$ cat config.mk
export PLATFORM = sky130hd
export DESIGN_NAME = can_bit_timer
export DESIGN_NICKNAME = d
export VERILOG_FILES = /design/src/rtl/can_bit_timer_pkg.sv /design/src/rtl/cbt_cfg_regs.sv /design/src/rtl/cbt_prescaler.sv /design/src/rtl/cbt_seg_fsm.sv /design/src/rtl/can_bit_timer.sv
export SDC_FILE = /design/constraint.sdc
export NUM_CORES = 1
export LEC_CHECK = 0
export BUFFER_PORTS_ARGS = -buffer_cell sky130_fd_sc_hd__buf_4
export CORE_ASPECT_RATIO = 0.6
export CORE_MARGIN = 2
export CORE_UTILIZATION = 45
export DETAILED_ROUTE_END_ITERATION = 10
export PLACE_DENSITY = 0.72
export SYNTH_ARGS = -nofsm -noshare
export SYNTH_HDL_FRONTEND = slang
export SYNTH_SLANG_ARGS = --single-unit
$ cat constraint.sdc
create_clock -name clk -period 1.6 [get_ports clk]
set_input_delay 0.32 -clock clk [delete_from_list [all_inputs] [get_ports clk]]
set_output_delay 0.32 -clock clk [all_outputs]
set_load 0.05 [all_outputs]
$ cat src/rtl/can_bit_timer_pkg.sv
package can_bit_timer_pkg;
    localparam int PSC_W  = 6;
    localparam int SEGA_W = 4;
    localparam int SEGB_W = 3;
    localparam int CFG_W  = PSC_W + SEGA_W + SEGB_W;

    typedef enum logic [1:0] {
        SYNC  = 2'd0,
        SEG_A = 2'd1,
        SEG_B = 2'd2
    } seg_state_t;
endpackage

$ cat src/rtl/cbt_cfg_regs.sv
module cbt_cfg_regs #(
    parameter int CFG_W = 13
) (
    input  logic             clk,
    input  logic             rst_n,
    input  logic             ctrl_wr,
    input  logic             ctrl_din,
    input  logic             cfg_wr,
    input  logic [CFG_W-1:0] cfg_din,
    output logic             hold_q,
    output logic [CFG_W-1:0] cfg_q
);
    always_ff @(posedge clk or negedge rst_n) begin
        if (!rst_n) begin
            hold_q <= 1'b1;
        end else if (ctrl_wr) begin
            hold_q <= ctrl_din;
        end
    end

    // timing register only accepts data while hold is set
    always_ff @(posedge clk or negedge rst_n) begin
        if (!rst_n) begin
            cfg_q <= '0;
        end else if (cfg_wr && hold_q) begin
            cfg_q <= cfg_din;
        end
    end
endmodule

$ cat src/rtl/cbt_prescaler.sv
module cbt_prescaler #(
    parameter int PSC_W = 6
) (
    input  logic             clk,
    input  logic             rst_n,
    input  logic             hold,
    input  logic [PSC_W-1:0] psc_code,
    output logic             tq_tick
);
    logic [PSC_W-1:0] pcnt;

    always_ff @(posedge clk or negedge rst_n) begin
        if (!rst_n) begin
            pcnt <= '0;
        end else if (hold || (pcnt == psc_code)) begin
            pcnt <= '0;
        end else begin
            pcnt <= pcnt + 1'b1;
        end
    end

    always_comb begin
        tq_tick = !hold && (pcnt == psc_code);
    end
endmodule

$ cat src/rtl/cbt_seg_fsm.sv
module cbt_seg_fsm
    import can_bit_timer_pkg::*;
#(
    parameter int SEGA_W = 4,
    parameter int SEGB_W = 3
) (
    input  logic              clk,
    input  logic              rst_n,
    input  logic              hold,
    input  logic              tq_tick,
    input  logic [SEGA_W-1:0] sega_code,
    input  logic [SEGB_W-1:0] segb_code,
    output logic              sample_pt,
    output logic              bit_end
);
    localparam int QC_W = (SEGA_W > SEGB_W) ? SEGA_W : SEGB_W;

    seg_state_t state_q, state_d;
    logic [QC_W-1:0] qcnt_q, qcnt_d;
    logic a_last, b_last;

    assign a_last = (qcnt_q == QC_W'(sega_code));
    assign b_last = (qcnt_q == QC_W'(segb_code));

    always_comb begin
        state_d = state_q;
        qcnt_d  = qcnt_q;
        if (hold) begin
            state_d = SYNC;
            qcnt_d  = '0;
        end else if (tq_tick) begin
            unique case (state_q)
                SYNC: begin
                    state_d = SEG_A;
                    qcnt_d  = '0;
                end
                SEG_A: begin
                    if (a_last) begin
                        state_d = SEG_B;
                        qcnt_d  = '0;
                    end else begin
                        qcnt_d = qcnt_q + 1'b1;
                    end
                end
                SEG_B: begin
                    if (b_last) begin
                        state_d = SYNC;
                        qcnt_d  = '0;
                    end else begin
                        qcnt_d = qcnt_q + 1'b1;
                    end
                end
                default: begin
                    state_d = SYNC;
                    qcnt_d  = '0;
                end
            endcase
        end
    end

    always_ff @(posedge clk or negedge rst_n) begin
        if (!rst_n) begin
            state_q <= SYNC;
            qcnt_q  <= '0;
        end else begin
            state_q <= state_d;
            qcnt_q  <= qcnt_d;
        end
    end

    always_comb begin
        sample_pt = 1'b0;
        bit_end   = 1'b0;
        unique case (state_q)
            SYNC:    ;
            SEG_A:   sample_pt = tq_tick && a_last;
            SEG_B:   bit_end   = tq_tick && b_last;
            default: ;
        endcase
    end
endmodule

$ cat src/rtl/can_bit_timer.sv
module can_bit_timer
    import can_bit_timer_pkg::*;
(
    input  logic             clk,
    input  logic             rst_n,
    input  logic             ctrl_wr,
    input  logic             ctrl_din,
    input  logic             cfg_wr,
    input  logic [CFG_W-1:0] cfg_din,
    output logic             hold,
    output logic [CFG_W-1:0] cfg_q,
    output logic             tq_tick,
    output logic             sample_pt,
    output logic             bit_end
);
    localparam int SEGA_LO = PSC_W;
    localparam int SEGB_LO = PSC_W + SEGA_W;

    logic [PSC_W-1:0]  psc_code;
    logic [SEGA_W-1:0] sega_code;
    logic [SEGB_W-1:0] segb_code;

    cbt_cfg_regs #(.CFG_W(CFG_W)) u_regs (
        .clk      (clk),
        .rst_n    (rst_n),
        .ctrl_wr  (ctrl_wr),
        .ctrl_din (ctrl_din),
        .cfg_wr   (cfg_wr),
        .cfg_din  (cfg_din),
        .hold_q   (hold),
        .cfg_q    (cfg_q)
    );

    assign psc_code  = cfg_q[PSC_W-1:0];
    assign sega_code = cfg_q[SEGA_LO +: SEGA_W];
    assign segb_code = cfg_q[SEGB_LO +: SEGB_W];

    cbt_prescaler #(.PSC_W(PSC_W)) u_psc (
        .clk      (clk),
        .rst_n    (rst_n),
        .hold     (hold),
        .psc_code (psc_code),
        .tq_tick  (tq_tick)
    );

    cbt_seg_fsm #(.SEGA_W(SEGA_W), .SEGB_W(SEGB_W)) u_fsm (
        .clk       (clk),
        .rst_n     (rst_n),
        .hold      (hold),
        .tq_tick   (tq_tick),
        .sega_code (sega_code),
        .segb_code (segb_code),
        .sample_pt (sample_pt),
        .bit_end   (bit_end)
    );
endmodule

==> implementation parameters, run 1 <==
Parameter                              Value

Floorplanning
  Height of the chip    47.4 µm
  Die area    3620 µm²
  Initial cell density of the core    48.2%
  Width of the die    76.3 µm
  Count of boundary I/O pins    35
  Site Rows    15
  Core ar.    2930 µm²

Synthesis
  Portion of netlist area occupied by mux cells    12.6%
  Synthesized area divided by synthesized cell count    11.4 µm²
  Post-synth EDFFs    0
  Number of different library cells in the post-synthesis netlist    31
  Combinational family with the most area after synthesis    simple AND/OR/NAND/NOR gates
  Biggest area consumer among synthesized cells    dfrtp_1
  Post-synthesis cell count    124
  Post-synth ARST share    100%
  Most instantiated flip-flop cell in the synthesis netlist    dfrtp_1
  Cell area after synthesis    1410 µm²
  Synth Net Count    148
  Largest cells by area after synthesis    dfrtp_1, mux2_2, xnor2_1
  Flip-flop and latch count after synthesis    26
  Fraction of the mapped netlist area in compound gates    9.39%
  Count of synthesis-stage warnings from yosys    0
  Parity-gate share of the synthesized area counting xor and xnor cells    10.5%
  List of most frequent post-synthesis cells    dfrtp_1, xnor2_1, mux2_2
  Fraction of synthesized cell area taken by the top area cell type    44.3%
  Portion of the post-synthesis area used by sequential elements    46.1%
  Post-synthesis simple-gate area fraction    13.6%
  Arithmetic-cell share of the synthesized area counting full adders, half adders and majority gates    5.31%
  Count leader, synth    dfrtp_1

Finish
  Final cell utilization of the core    82.0%
  Number of antenna repair diodes    0
  Share of post-route cells with drive strength above 1    71.1%
  Growth of design area from synthesis to finish    69.9%
  Net count, final    222
  Fillers    168
  Count of non-filler cells in the finished layout    239

Clock tree
  Clk sink count    26
  Clock slew seen by the registers of the worst setup and hold paths    0.10 ns
  H-tree depth    1
  Root buffer selected by CTS    clkbuf_8
  Buffer levels on the longest clock path    2
  CTS tree    built
  Total CTS buffers    3
  Clock insertion delay at the later pin of the skew report    0.28 ns

Power and ir drop
  Switching portion of total power    37.9%
  Overall power consumption    0.00260 W
  Switching power of the nets    0.000987 W
  Share of power burned in the clock network    21.6%
  Static Leakage    1.00 nW
  Largest vdd supply drop    808 µV
  Power per Cell Area    1080 nW/µm²
  Cell-internal power    0.00162 W
  Combinational Power Share    43.8%
  Portion of total power attributed to sequential cells    34.6%

Setup path
  Crit. Startpoint    u_fsm.qcnt_q[3]$_DFFE_PN0P_
  Worst path arrival time    1.76 ns
  Type of the worst setup path    register to output port
  Max Fanout on Critical Path    3
  Startpoint of the worst-slack reg-to-reg timing path    u_fsm.qcnt_q[0]$_DFFE_PN0P_
  CP Data Required Time    1.28 ns
  Kind of end point of the critical path    output port
  Worst Setup Start Kind    register

STA
  Tightest Pin Transition    0.407 ns
  Slew Viols, Final    0
  Maximum clock frequency    480 MHz
  Setup repair after global routing missed its margin    true
  Share of the cycle needed by the critical path after routing    130%
  Final total negative setup slack    -2.09 ns
  Final Hold Violating Endpoints    0
  Worst-case hold slack    0.268 ns
  Number of setup violations in the final report    8
  Clock tree skew after final layout    0.00697 ns
  Final critical-path setup slack    -0.484 ns
  Min cycle time layout    2.08 ns
  Max_slew headroom    72.7%

GRT
  Number of global-route vias before repair    1354
  Overall global routing resource usage    26.5%
  Remaining Overflow, GRT    0
  Pin count of the biggest net entering global routing    27
  Initial antenna violation count    0
  Wire length of the first global-routing pass    7020 µm

Drt
  First-pass iteration count of the detailed router    4
  Final routed DRC violation total    0
  Post-Route WL    5090 µm
  DRC marker count from the first detailed-route iteration    109
  Post-DRT Antenna Nets    0
  Mean number of vias per cell    5.78
  Overall via count from detail_route    1382
  Routed length per instance    21.3 µm

Job
  Number of max-cap violations    0

Place
  Number of placed instances with taps included    226
  Final weighted congestion of routability-driven global placement    0.893
  Final HPWL from detailed placement    2940 µm
  Count of input and output buffers    34

Min path
  Hold_sp    cfg_din[10]
  Hold Crit Class    primary input to register

Outcome
  Run status    complete, but fails checks
  Failing checks    negative setup slack
## cells in the final DEF, fill, tap and decap left out, types with 3 or more instances in the layout
cell       count
nand2_1        4
buf_4         66
nand2b_1       5
nor3_1         5
nor2_1         5
inv_1          4
ha_1           3
xnor2_1        3
o21ai_0        3
buf_6          3
o2111ai_2      3
nand3_1        3
dfrtp_2       17
mux2_2        14
ha_4           3
clkbuf_8       3
xnor2_2        7
dfrtp_1        8
xnor2_4        5
## per-layer routing
layer / share of wire, % / global-route usage, % / wire length (µm)
met5: 0 / 0 / 0
met4: 4.0 / 12.0 / 204
met3: 7.2 / 6.15 / 367
met2: 49 / 44.4 / 2520
met1: 39 / 34.5 / 2000
## metrics by stage
step / area (µm²) / worst slack, ns
CTS: 2240 / -0.403
global placement: 2050 / -0.139
global route: 2400 / -0.541
detailed placement: 2050 / -0.177
floorplan: 1530 / -0.529
finish: 2400 / -0.484
## cell families after synthesis
kind of cell / Yosys count
fa+ha+maj: 6
xor+xnor: 17
buf+inv: 9
compound gates: 16
simple gates: 34
flops: 26
mux: 16
## final timing paths
path | slack [ns] | end | depth (start not counted)
setup / recovery | -0.48 | sample_pt | 4
hold / removal | 0.27 | u_regs.cfg_q[10]$_DFFE_PN0P_ | 2
setup reg to reg | -0.29 | u_fsm.state_q[0]$_DFFE_PN0P_ | 5
hold reg to reg | 0.58 | u_regs.cfg_q[9]$_DFFE_PN0P_ | 1
max in group asynchronous | 0.82 | u_regs.hold_q$_DFFE_PN1P_ | 2
min in group asynchronous | 0.48 | u_fsm.qcnt_q[2]$_DFFE_PN0P_ | 2
## worst max-delay path, stage by stage, from the launching register on
cell     delay, ns
dfrtp_1       0.45
xnor2_1       0.39
and4_1        0.28
and3_4        0.21
buf_8         0.14
## state kept, by name, indices dropped and copies added (netlist names)
| register | flops |
|---|---|
| u_psc.pcnt | 6 |
| u_regs.cfg_q | 13 |
| u_fsm.state_q | 2 |
| u_regs.hold_q | 1 |
| u_fsm.qcnt_q | 4 |
## area by class of cell
type                    instances  area (µm²)  area share [%]
multi-input cells              89        1010            42.0
flip-flops and latches         26         673            28.1
repair buffers                 72         569            23.7
well taps                      42        52.6            2.19
clock buffers                   3        41.3            1.72
clock inverters                 1        30.0            1.25
inverters                       6        25.0            1.04
## what timing repair did
action,4_1_cts,5_1_grt
endpoints found under the hold margin,25,0
gates resized for setup,14,26
pin swaps,8,12
buffers inserted,5,3
hold buffers,1,0
endpoints found under the setup margin,5,9
## power by group through the flow
stage	clock [W]	sequential, W	combinational, W
final	0.000562	0.000901	0.00114
after global routing	0.000598	0.000912	0.00118
after CTS	0.000564	0.000875	0.00101
after detailed placement	0	0.000873	0.000946
after global placement	0	0.000865	0.000914
after floorplan	0	0.00110	0.000338
Power figures use the tool's default switching activity.
==> inputs of run 2 (changes only) <==
Settings changed: GPL_TIMING_DRIVEN from default to 0.
==> implementation parameters, run 2 (synthesis gave the netlist of run 1 again) <==
Parameter                              Value

Setup path
  Kind of end point of the critical path    output port (unchanged)
  Max incr delay on CP    0.47 ns (was 0.45 ns)
  Max Fanout on Critical Path    3 (unchanged)
  Reg2reg setup slack    -0.28 ns (was -0.29 ns)
  Startpoint of the worst-slack reg-to-reg timing path    u_fsm.qcnt_q[2]$_DFFE_PN0P_ (was u_fsm.qcnt_q[0]$_DFFE_PN0P_)
  Worst Setup Start Kind    register (unchanged)
  Worst path depth    4 (unchanged)
  Type of the worst setup path    register to output port (unchanged)
  Worst path arrival time    1.72 ns (was 1.76 ns)
  Last element of the critical path    bit_end (was sample_pt)
  Top cell family by delay on the critical path    simple AND/OR/NAND/NOR gates (unchanged)
  Buf/Inv on CP    1 (unchanged)
  Sequence of cells on the critical path    xnor2_2 > nand4_1 > nor4b_4 > buf_6 (was xnor2_1 > and4_1 > and3_4 > buf_8)
  CP Data Required Time    1.28 ns (about the same)
  CP max stage cell    dfrtp_2 (was dfrtp_1)
  Cells on worst reg2reg path    5 (unchanged)
  Crit. Startpoint    u_fsm.qcnt_q[2]$_DFFE_PN0P_ (was u_fsm.qcnt_q[3]$_DFFE_PN0P_)
  Critical register-to-register path endpoint    u_fsm.state_q[0]$_DFFE_PN0P_ (unchanged)

Finish
  Max reg flops    13 (unchanged)
  Growth of design area from synthesis to finish    49.7% (was 69.9%)
  Share of post-route cells with drive strength above 1    62.2% (was 71.1%)
  Number of antenna repair diodes    0 (unchanged)
  Net count, final    205 (was 222)
  Count of non-filler cells in the finished layout    222 (was 239)
  Commonest non-fill, non-tap cell in the layout    buf_4 (unchanged)
  Highest-count cells in the layout ignoring fill and taps    buf_4, dfrtp_2, mux2_2, xnor2_2, dfrtp_1 (was buf_4, dfrtp_2, mux2_2, dfrtp_1, xnor2_2)
  Largest registers in the final layout    u_regs.cfg_q (13), u_psc.pcnt (6), u_fsm.qcnt_q (4) (unchanged)
  Register with the most flip-flops    u_regs.cfg_q (unchanged)

Clock tree
  Total CTS buffers    3 (unchanged)
  Root buffer selected by CTS    clkbuf_8 (unchanged)
  Clock insertion delay at the later pin of the skew report    0.27 ns (was 0.28 ns)
  Clk sink count    26 (unchanged)
  CTS tree    built (unchanged)
  Clock slew seen by the registers of the worst setup and hold paths    0.09 ns (was 0.10 ns)
  Buffer levels on the longest clock path    2 (unchanged)
  H-tree depth    1 (unchanged)

Place
  Number of placed instances with taps included    200 (was 226)
  Count of input and output buffers    34 (unchanged)
  Final weighted congestion of routability-driven global placement    0.880 (was 0.893)
  Final HPWL from detailed placement    2490 µm (was 2940 µm)
  Post-Place Worst Slack    -0.358 ns (was -0.177 ns)

STA
  Number of setup violations in the final report    9 (was 8)
  Final Hold Violating Endpoints    0 (unchanged)
  Maximum clock frequency    491 MHz (was 480 MHz)
  Slew Viols, Final    0 (unchanged)
  Share of the cycle needed by the critical path after routing    127% (was 130%)
  Final total negative setup slack    -1.72 ns (was -2.09 ns)
  Worst-case hold slack    0.270 ns (was 0.268 ns)
  Clock tree skew after final layout    0.00370 ns (was 0.00697 ns)
  Final critical-path setup slack    -0.437 ns (was -0.484 ns)
  Tightest Pin Transition    0.385 ns (was 0.407 ns)
  Setup repair after global routing missed its margin    true (unchanged)
  Max_slew headroom    74.3% (was 72.7%)
  Min cycle time layout    2.04 ns (was 2.08 ns)

Power and ir drop
  Share of power burned in the clock network    19.5% (was 21.6%)
  Static Leakage    0.888 nW (was 1.00 nW)
  Power per Cell Area    1050 nW/µm² (was 1080 nW/µm²)
  Switching portion of total power    38.3% (was 37.9%)
  Largest vdd supply drop    858 µV (was 808 µV)
  Combinational Power Share    40.9% (was 43.8%)
  Switching power of the nets    0.000853 W (was 0.000987 W)
  Cell-internal power    0.00137 W (was 0.00162 W)
  Overall power consumption    0.00223 W (was 0.00260 W)
  Portion of total power attributed to sequential cells    39.6% (was 34.6%)

GRT
  Initial antenna violation count    0 (unchanged)
  Remaining Overflow, GRT    0 (unchanged)
  Pin count of the biggest net entering global routing    27 (unchanged)
  Overall global routing resource usage    21.6% (was 26.5%)
  Number of global-route vias before repair    1193 (was 1354)
  Wire length of the first global-routing pass    5770 µm (was 7020 µm)

Floorplanning
  Count of boundary I/O pins    35 (unchanged)
  Die area    3620 µm² (unchanged)
  Height of the chip    47.4 µm (unchanged)
  Site Rows    15 (unchanged)
  Initial cell density of the core    48.2% (unchanged)
  Width of the die    76.3 µm (unchanged)
  Core ar.    2930 µm² (unchanged)

Drt
  Routed length per instance    16.0 µm (was 21.3 µm)
  Uppermost routed layer    met4 (unchanged)
  Mean number of vias per cell    5.20 (was 5.78)
  Post-Route WL    3550 µm (was 5090 µm)
  DRC marker count from the first detailed-route iteration    88 (was 109)
  Wl on met1    1730 µm (was 2000 µm)
  Detail Route met2 WL    1600 µm (was 2520 µm)
  Final routed DRC violation total    0 (unchanged)
  DR WL met3    187 µm (was 367 µm)
  Post-DRT Antenna Nets    0 (unchanged)
  Overall via count from detail_route    1155 (was 1382)
  First-pass iteration count of the detailed router    4 (unchanged)

Min path
  Hold Crit Class    primary input to register (unchanged)

Outcome
  Run status    complete, but fails checks (unchanged)
  Failing checks    negative setup slack (unchanged)

Job
  Number of max-cap violations    0 (unchanged)
## run 2: cell types whose count changed in the layout (fill, tap and decap cells not counted), moves of 3 or more
cell,previous run,this run
xnor2_2,7,12
o2111ai_2,3,0
xnor2_4,5,0
ha_1,3,6
o2111ai_1,0,3
buf_4,66,49
ha_4,3,0
## run 2: stage by stage
stage / instance area, µm² / utilization, %
3_3_place_gp: 1840 / 62.9
4_1_cts: 2080 / 70.9
5_1_grt: 2110 / 72.2
3_5_place_dp: 1840 / 62.9
6_report: 2110 / 72.2
2_1_floorplan: 1530 / -
## run 2: per-layer routing
metal | global-route usage (%) | vias up
met5 | 0 | -
met4 | 6.55 | 0
met3 | 5.58 | 4
met2 | 33.8 | 40
met1 | 30.5 | 558
li1 | - | 553
## run 2: power groups by stage
stage               registers (W)  clock network, W  logic [W]
CTS                      0.000883          0.000440   0.000888
detailed placement       0.000888                 0   0.000795
global route             0.000899          0.000463   0.000963
floorplan                 0.00110                 0   0.000338
finish                   0.000882          0.000433   0.000910
global placement         0.000881                 0   0.000773
## run 2: how the worst min path moves through the flow
stage          slack, ns                          end        from  depth (start not counted)
6_report            0.27  u_regs.cfg_q[5]$_DFFE_PN0P_  cfg_din[5]                          2
5_1_grt             0.26  u_regs.cfg_q[5]$_DFFE_PN0P_  cfg_din[5]                          2
4_1_cts             0.27  u_regs.cfg_q[9]$_DFFE_PN0P_  cfg_din[9]                          2
3_5_place_dp        0.25  u_regs.cfg_q[2]$_DFFE_PN0P_       rst_n                          1
3_3_place_gp        0.25  u_regs.cfg_q[3]$_DFFE_PN0P_       rst_n                          1
2_1_floorplan       0.02  u_fsm.qcnt_q[0]$_DFFE_PN0P_       rst_n                          0
## run 2: timing repair
action                                 in CTS  in global routing
hold buffers                                1                  0
setup endpoints to repair                  25                  9
endpoints found under the hold margin      25                  0
buffers inserted                           16                  4
resized for setup                          15                  2
pin swaps                                   9                  6
cloned                                      0                  0
## run 2: layout make-up
cell class | count | area [µm²]
multi-input combinational | 89 | 886
buffer | 2 | 10.0
timing repair buffer | 53 | 415
fill | 210 | 813
tap | 42 | 52.6
sequential | 26 | 673
clock buffer | 4 | 55.1
inverter | 6 | 22.5
